[config.mk]
export PLATFORM = sky130hd
export DESIGN_NAME = dsk_ctl_router
export DESIGN_NICKNAME = d
export VERILOG_FILES = /design/src/rtl/dsk_ctl_pkg.sv /design/src/rtl/dsk_ctl_decode.sv /design/src/rtl/dsk_ctl_latches.sv /design/src/rtl/dsk_ctl_route.sv /design/src/rtl/dsk_ctl_router.sv
export SDC_FILE = /design/constraint.sdc
export NUM_CORES = 1
export LEC_CHECK = 0
export CAP_MARGIN = 0
export CORE_AREA = 5 5 42 44
export CTS_CLUSTER_SIZE = 24
export DETAILED_ROUTE_END_ITERATION = 12
export DIE_AREA = 0 0 47 49
export SLEW_MARGIN = 30
export SYNTH_ARGS = -nofsm -noshare
export SYNTH_HDL_FRONTEND = slang
export SYNTH_SLANG_ARGS = --single-unit
[constraint.sdc]
create_clock -name clk -period 1.5 [get_ports clk]
set_input_delay 0.15 -clock clk [delete_from_list [all_inputs] [get_ports clk]]
set_output_delay 0.15 -clock clk [all_outputs]
set_load 0.02 [all_outputs]
[src/rtl/dsk_ctl_pkg.sv]
// Shared types for the disk control latch block.
// Assumes addresses are compared as 32-bit unsigned values.
package dsk_ctl_pkg;

    // One decoded action per qualified bus cycle; several may not be set at once.
    typedef struct packed {
        logic hd_clr;
        logic hd_set;
        logic dt_assert;
        logic dt_deassert;
        logic route_int;
        logic route_ext;
        logic ctlr_pulse;
    } dsk_cmd_t;

    // True when addr lies in [lo, lo+len).
    function automatic logic in_span(input logic [31:0] addr,
                                     input logic [31:0] lo,
                                     input logic [31:0] len);
        return (addr >= lo) && (addr < lo + len);
    endfunction

endpackage

[src/rtl/dsk_ctl_decode.sv]
// Address/direction decoder.
// Turns one bus cycle into a set of action strobes. An access is
// qualified only with the window select low, the bus phase high and the
// address inside the control window. Assumes the spans do not overlap
// the exact locations.
module dsk_ctl_decode
    import dsk_ctl_pkg::*;
#(
    parameter int          ADDR_W    = 16,
    parameter logic [31:0] WIN_BASE  = 32'h0000_C800,
    parameter logic [31:0] WIN_SIZE  = 32'h0000_0800,
    parameter logic [31:0] SPAN_LO   = 32'h0000_CE40,
    parameter logic [31:0] SPAN_HI   = 32'h0000_CE60,
    parameter logic [31:0] SPAN_LEN  = 32'h0000_0020,
    parameter logic [31:0] RT_INT_A  = 32'h0000_CC80,
    parameter logic [31:0] RT_EXT_A  = 32'h0000_CCC0,
    parameter logic [31:0] CRST_A    = 32'h0000_CC40
) (
    input  logic [ADDR_W-1:0] bus_addr,
    input  logic              bus_rd,
    input  logic              bus_phi,
    input  logic              win_sel_n,
    output dsk_cmd_t          cmd
);
    localparam int NSPAN = 2;
    localparam logic [31:0] SPAN_BASE [NSPAN] = '{SPAN_LO, SPAN_HI};

    logic [31:0]      a32;
    logic             in_win;
    logic             qual;
    logic [NSPAN-1:0] span_hit;

    // Widen the address for comparisons.
    assign a32    = 32'(bus_addr);
    assign in_win = in_span(a32, WIN_BASE, WIN_SIZE);
    assign qual   = !win_sel_n && bus_phi && in_win;

    // One comparator per read/write span.
    for (genvar g = 0; g < NSPAN; g++) begin : g_span
        assign span_hit[g] = in_span(a32, SPAN_BASE[g], SPAN_LEN);
    end

    // Combine qualification, direction and location into action strobes.
    always_comb begin
        cmd             = '0;
        cmd.hd_clr      = qual &&  bus_rd && span_hit[0];
        cmd.hd_set      = qual &&  bus_rd && span_hit[1];
        cmd.dt_assert   = qual && !bus_rd && span_hit[0];
        cmd.dt_deassert = qual && !bus_rd && span_hit[1];
        cmd.route_int   = qual && !bus_rd && (a32 == RT_INT_A);
        cmd.route_ext   = qual && !bus_rd && (a32 == RT_EXT_A);
        cmd.ctlr_pulse  = qual && !bus_rd && (a32 == CRST_A);
    end

endmodule

[src/rtl/dsk_ctl_latches.sv]
// Control state registers.
// Holds head select, drive-type select, the routing bit and the
// one-clock controller reset pulse. Assumes at most one strobe per cycle.
// Reset is synchronous and active low.
module dsk_ctl_latches
    import dsk_ctl_pkg::*;
(
    input  logic     clk,
    input  logic     rst_n,
    input  dsk_cmd_t cmd,
    output logic     head_sel,
    output logic     dtype_sel_n,
    output logic     route_int,
    output logic     ctlr_rst
);
    // Head select: cleared by the low span, set by the high span (reads).
    always_ff @(posedge clk) begin
        if (!rst_n)           head_sel <= 1'b0;
        else if (cmd.hd_clr)  head_sel <= 1'b0;
        else if (cmd.hd_set)  head_sel <= 1'b1;
    end

    // Drive-type select, active low: low span asserts, high span releases (writes).
    always_ff @(posedge clk) begin
        if (!rst_n)                dtype_sel_n <= 1'b1;
        else if (cmd.dt_assert)    dtype_sel_n <= 1'b0;
        else if (cmd.dt_deassert)  dtype_sel_n <= 1'b1;
    end

    // Routing bit: 1 steers the drive-2 enable to the internal drive.
    always_ff @(posedge clk) begin
        if (!rst_n)              route_int <= 1'b0;
        else if (cmd.route_int)  route_int <= 1'b1;
        else if (cmd.route_ext)  route_int <= 1'b0;
    end

    // Controller reset: high for the clock after each qualified strobe.
    always_ff @(posedge clk) begin
        if (!rst_n) ctlr_rst <= 1'b0;
        else        ctlr_rst <= cmd.ctlr_pulse;
    end

endmodule

[src/rtl/dsk_ctl_route.sv]
// Drive-2 enable steering.
// Passes the active-low enable to the selected output without delay and
// holds the other output at its inactive high level.
module dsk_ctl_route (
    input  logic route_int,
    input  logic drv2_en_n,
    output logic ext_en_n,
    output logic int_en_n
);
    // Select which pin carries the enable.
    always_comb begin
        ext_en_n = route_int ? 1'b1 : drv2_en_n;
        int_en_n = route_int ? drv2_en_n : 1'b1;
    end

endmodule

[src/rtl/dsk_ctl_router.sv]
// Top of the disk control latch and select router.
// Wires the decoder, the state registers and the enable steering.
// Assumes bus inputs are synchronous to clk.
module dsk_ctl_router
    import dsk_ctl_pkg::*;
#(
    parameter int          ADDR_W    = 16,
    parameter logic [31:0] WIN_BASE  = 32'h0000_C800,
    parameter logic [31:0] WIN_SIZE  = 32'h0000_0800,
    parameter logic [31:0] SPAN_LO   = 32'h0000_CE40,
    parameter logic [31:0] SPAN_HI   = 32'h0000_CE60,
    parameter logic [31:0] SPAN_LEN  = 32'h0000_0020,
    parameter logic [31:0] RT_INT_A  = 32'h0000_CC80,
    parameter logic [31:0] RT_EXT_A  = 32'h0000_CCC0,
    parameter logic [31:0] CRST_A    = 32'h0000_CC40
) (
    input  logic              clk,
    input  logic              rst_n,
    input  logic [ADDR_W-1:0] bus_addr,
    input  logic              bus_rd,
    input  logic              bus_phi,
    input  logic              win_sel_n,
    input  logic              drv2_en_n,
    output logic              head_sel,
    output logic              dtype_sel_n,
    output logic              ctlr_rst,
    output logic              ext_en_n,
    output logic              int_en_n
);
    dsk_cmd_t cmd;
    logic     route_int;

    dsk_ctl_decode #(
        .ADDR_W(ADDR_W), .WIN_BASE(WIN_BASE), .WIN_SIZE(WIN_SIZE),
        .SPAN_LO(SPAN_LO), .SPAN_HI(SPAN_HI), .SPAN_LEN(SPAN_LEN),
        .RT_INT_A(RT_INT_A), .RT_EXT_A(RT_EXT_A), .CRST_A(CRST_A)
    ) u_dec (
        .bus_addr (bus_addr),
        .bus_rd   (bus_rd),
        .bus_phi  (bus_phi),
        .win_sel_n(win_sel_n),
        .cmd      (cmd)
    );

    dsk_ctl_latches u_lat (
        .clk        (clk),
        .rst_n      (rst_n),
        .cmd        (cmd),
        .head_sel   (head_sel),
        .dtype_sel_n(dtype_sel_n),
        .route_int  (route_int),
        .ctlr_rst   (ctlr_rst)
    );

    dsk_ctl_route u_rt (
        .route_int(route_int),
        .drv2_en_n(drv2_en_n),
        .ext_en_n (ext_en_n),
        .int_en_n (int_en_n)
    );

endmodule

Word level (Yosys, flattened, before mapping)
Cells that the tools add are included.
- register bits: 4
- input bits: 22
- output and inout bits: 5
- logic and storage cells: 39
- $lt $le $gt $ge: 6
- equal/unequal tests: 3
- mux-type cells: 6
- bitwise operators: 1
- reduce and logical (&&, ||, !) cells: 19
- operator list (cell ; count):
    $eq A16 B16 Y1 const B ; 3
    $ge A16 B16 Y1 const B ; 3
    $lt A16 B16 Y1 const B ; 3
    $logic_and A1 B1 Y1 ; 14
    $mux W1 ; 6
    $reduce_bool A2 Y1 ; 2
    $logic_not A1 Y1 ; 2
    $reduce_or A2 Y1 ; 1
    $not A1 Y1 ; 1

Longest topological paths before layout
- depth after elaboration: 7
- mapped depth: 4
- depth with buffers taken out: 4

Cells and area by module
A second synthesis with hierarchy kept.
- cells, all modules: 33
- area, all modules: 301.5 sq um
- modules (own cells, without submodules) (module ; times used ; cells an instance ; area an instance (sq um) ; sequential area each (sq um)):
    dsk_ctl_decode ; 1 ; 20 ; 156.4 ; 0.0
    dsk_ctl_latches ; 1 ; 11 ; 132.6 ; 80.1
    dsk_ctl_route ; 1 ; 2 ; 12.5 ; 0.0

Least setup slack after synthesis
Ideal clock, no wire load.
- kind: input -> register
- start: in bus_addr[12]
- end: reg u_lat.dtype_sel_n
- library setup time: 0.115 ns
- arrival time: 1.167 ns
- path slack: 0.218 ns
- cell stages on the path: 4
- buffers on the path: 0
- path through: or4_4 > nor4_1 > mux2i_1 > nand2_1
- longest elaborated chain between the ends: 6
- elaborated cells on any way between the ends: 15
- those cells by class: 6 x order compare; 1 x mux; 8 x reduce/logical
- ends and longest elaborated chain (item ; line ; text):
    start, declared ; dsk_ctl_router.sv:19 ; input logic [ADDR_W-1:0] bus_addr,
    $ge A16 B16 Y1 or $lt A16 B16 Y1 (tied branches) ; dsk_ctl_pkg.sv:20 ; return (addr >= lo) && (addr < lo + len);
    $logic_and A1 B1 Y1 ; dsk_ctl_pkg.sv:20 ;
    $logic_and A1 B1 Y1 ; dsk_ctl_decode.sv:36 ; assign qual = !win_sel_n && bus_phi && in_win;
    $logic_and A1 B1 Y1 ; dsk_ctl_decode.sv:48, dsk_ctl_decode.sv:49 ;
    $logic_and A1 B1 Y1 (on tied branches) ; dsk_ctl_decode.sv:48, dsk_ctl_decode.sv:49 ;
    $mux W1 or $reduce_bool A2 Y1 (tied branches) ; -- ;
    end signal, assigned ; dsk_ctl_latches.sv:25 ; if (!rst_n) dtype_sel_n <= 1'b1;
    end signal, assigned ; dsk_ctl_latches.sv:26 ; else if (cmd.dt_assert) dtype_sel_n <= 1'b0;
    end signal, assigned ; dsk_ctl_latches.sv:27 ; else if (cmd.dt_deassert) dtype_sel_n <= 1'b1;
    end, declared ; dsk_ctl_latches.sv:12 ; output logic dtype_sel_n,
Several ways; a longest one is shown, not always the timed one.
A chain may end at the register's enable or synchronous reset.

Worst setup path in the final report
- start: in drv2_en_n
- end: out int_en_n
- longest elaborated chain between the ends: 1
- ends and longest elaborated chain (item ; line ; text):
    start, declared ; dsk_ctl_router.sv:23 ; input logic drv2_en_n,
    $mux W1 ; dsk_ctl_route.sv:13 ; int_en_n = route_int ? drv2_en_n : 1'b1;
    end, declared ; dsk_ctl_router.sv:28 ; output logic int_en_n
No other way between the ends.

==> impl_results.md <==
- Status: complete, no violations
- Power Density: 525 nW/um^2
- Worst R2R Setup Slack: 740 ps
- WHS: 403 ps
- TritonCTS Buffers: 3
- Critical Path Source: drv2_en_n
- Hold Crit Endpoint: u_lat.dtype_sel_n
- Max-slew headroom: 0.813
- Clock Skews: 0 ps
- Final Power: 0.000324 W
- Area delta synth->final: 148%
- Chip height: 49 um
- Clk_lat worst skew: 240 ps
- Clk pin slew, worst setup/hold paths: 40 ps
- Final wirelength: 921 um
- Yosys cell types: 21
- Synthesis-stage register bit count: 4
- Critical Path Start Type: primary input
- Maxcap violations: 0
- Slew Viols, Final: 0
- Req. time, crit path: 1350 ps
- Post-synthesis mux area share: 0.0804
- Tcrit/Tclk final: 0.970
- Hold depth: 5
- Seq/Total Area, Yosys: 0.322
- Largest family of logic cells by synthesized area: simple AND/OR/NAND/NOR gates
- Critical path capture point type: output pin
- Core area: 1400 sq um
- GRT Residual Overflow: 0
- RSZ-0062 raised after global routing: false
- Final HPWL DP: 761 um
- Fmax: 688 MHz
- Routed Antenna Nets: 0
- Synth Instances: 26
- Post-DR vias/cell: 4.43
- DRC viols: 0
- Routability-driven placement congestion ratio: 0.656
- Diode count: 0
- Leading area contributor after synthesis: dfxtp_1
- Post-Synth Simple-Gate Area: 0.563
- Starting density of the core: 0.178
- DRT iter0 DRCs: 1
- Largest net degree at the start of global routing: 5
- Commonest non-fill, non-tap cell in the layout: clkdlybuf4s50_1
- Cells taking the most area after synthesis: dfxtp_1 (32%), mux2i_1 (8.0%), nor4_2 (5.0%)
- Minimum clock period: 1450 ps
- Synth Area per Inst: 9.58 sq um
- Syn_nets: 48
- Syn. warnings: 0
- GRT Resource Usage Total: 0.0852
- Post-Synth Adder-Cell Area: 0
- Hold Startpoint: bus_rd
- WP data arrival: 1300 ps
- Setup violators final: 0
- Most frequent cells in the layout: clkdlybuf4s50_1 (21), dlymetal6s2s_1 (4), dfxtp_1 (4)
- Clk sink count: 4
- First-pass GRT wire length: 1400 um
- Wirelength per Cell: 12.4 um
- Die area: 2300 sq um
- IO buf count: 26
- Netlist Area Pre-Place: 249 sq um
- CP max FO: 2
- Die W: 47 um
- First-pass DRT Iterations: 2
- Peak VDD IR: 0.471 mV
- Initial antenna violation count: 0
- Vias: 328
- Measured slew at the worst slew-check pin: 279 ps
- Worst Hold Class: in -> reg
- Synth Area in Compound Gates: 0.0352
- Critical R2R Launch: u_lat.route_int
- H-tree depth: 1
- IO Pins: 27
- Post-layout net count: 82
- Critical path class: in -> out
- Worst R2R End: u_lat.route_int
- FP Rows: 14
- Post-CTS Setup Bufs: 0
- R2R depth: 2
- Vias in the first global route: 355
- Max clock buf depth: 2
- Post-Synth XOR/XNOR Area: 0
- Yosys top cell area share: 0.322
- Root Buffer: clkbuf_4
- Final Hold Fails: 0
- Leak pwr: 0.279 nW
- CTS tree: yes
- Layout cells sized above 1: 0.241
-- where the power goes --
part	total, W	leakage, nW	internal [W]	switching [W]
sequential	0.000107	0.0322	0.000107	0.00000000298
clock	0.000132	0.0138	0.0000894	0.0000430
combinational	0.0000844	0.233	0.0000598	0.0000246
total	0.000324	0.279	0.000256	0.0000675
-- routing by layer --
metal	vias up	part of all wire	track usage
li1	167	-	-
met1	144	0.33	0.0789
met2	17	0.52	0.143
met3	0	0.15	0.0590
met4	0	0	0.0276
met5	-	0	0
-- sequential cells by signal, summed over array words and instances, names as in the netlist --
| register | cells |
|---|---|
| u_lat.dtype_sel_n | 1 |
| u_lat.ctlr_rst | 1 |
| u_lat.head_sel | 1 |
| u_lat.route_int | 1 |
-- critical path: stages --
cell,delay [ps]
clkdlybuf4s50_1,460
nand2b_1,100
clkdlybuf4s50_1,600
-- cells in the mapped netlist --
cell,count
a31o_1,1
and3_1,1
and3_2,1
and3b_1,1
dfxtp_1,4
mux2i_1,2
nand2_1,2
nand2b_1,1
nand3b_1,1
nand4_1,1
nand4b_1,1
nor2_1,1
nor2b_1,1
nor3_2,1
nor4_1,1
nor4_2,1
or2_2,1
or3_2,1
or4_1,1
or4_4,1
or4b_1,1
-- stage by stage --
stage                     setup TNS [ps]  cells  instance area (sq um)  utilization  worst slack (ps)
after floorplan                        0     26                    249            -               218
after global placement              -885     71                    552        0.394              -289
after detailed placement            -903     71                    552        0.394              -290
after CTS                          -16.9     74                    586        0.418             -16.9
after global routing                   0     74                    617        0.440              7.89
final                                  0     74                    617        0.440              45.6
-- cell families (layout without fill, tap and decap cells) --
logic type,after synthesis,in the layout
muxes,2,2
AOI/OAI and AO/OA,1,1
DFF,4,4
buffers and inverters,0,32
and+or+nand+nor,19,19
-- how the worst max path moves through the flow --
| stage | endpoint | slack, ps |
|---|---|---|
| 3_3_place_gp | u_lat.route_int | -290 |
| 5_1_grt | int_en_n | 8 |
| 3_5_place_dp | u_lat.route_int | -290 |
| 4_1_cts | u_lat.route_int | -20 |
| 6_report | int_en_n | 50 |
| 2_1_floorplan | u_lat.dtype_sel_n | 220 |
-- what timing repair did --
action	4_1_cts	5_1_grt
resized for setup	3	7
pin swaps	1	5
endpoints found under the setup margin	3	3
hold buffers	0	0
-- area by class of cell --
| class | count | area (sq um) |
|---|---|---|
| Fill cell | 146 | 785 |
| Timing Repair Buffer | 29 | 292 |
| Multi-Input combinational cell | 22 | 203 |
| Tap cell | 16 | 20.0 |
| Clock buffer | 3 | 22.5 |
| Sequential cell | 4 | 80.1 |
Power figures use the tool's default switching activity.
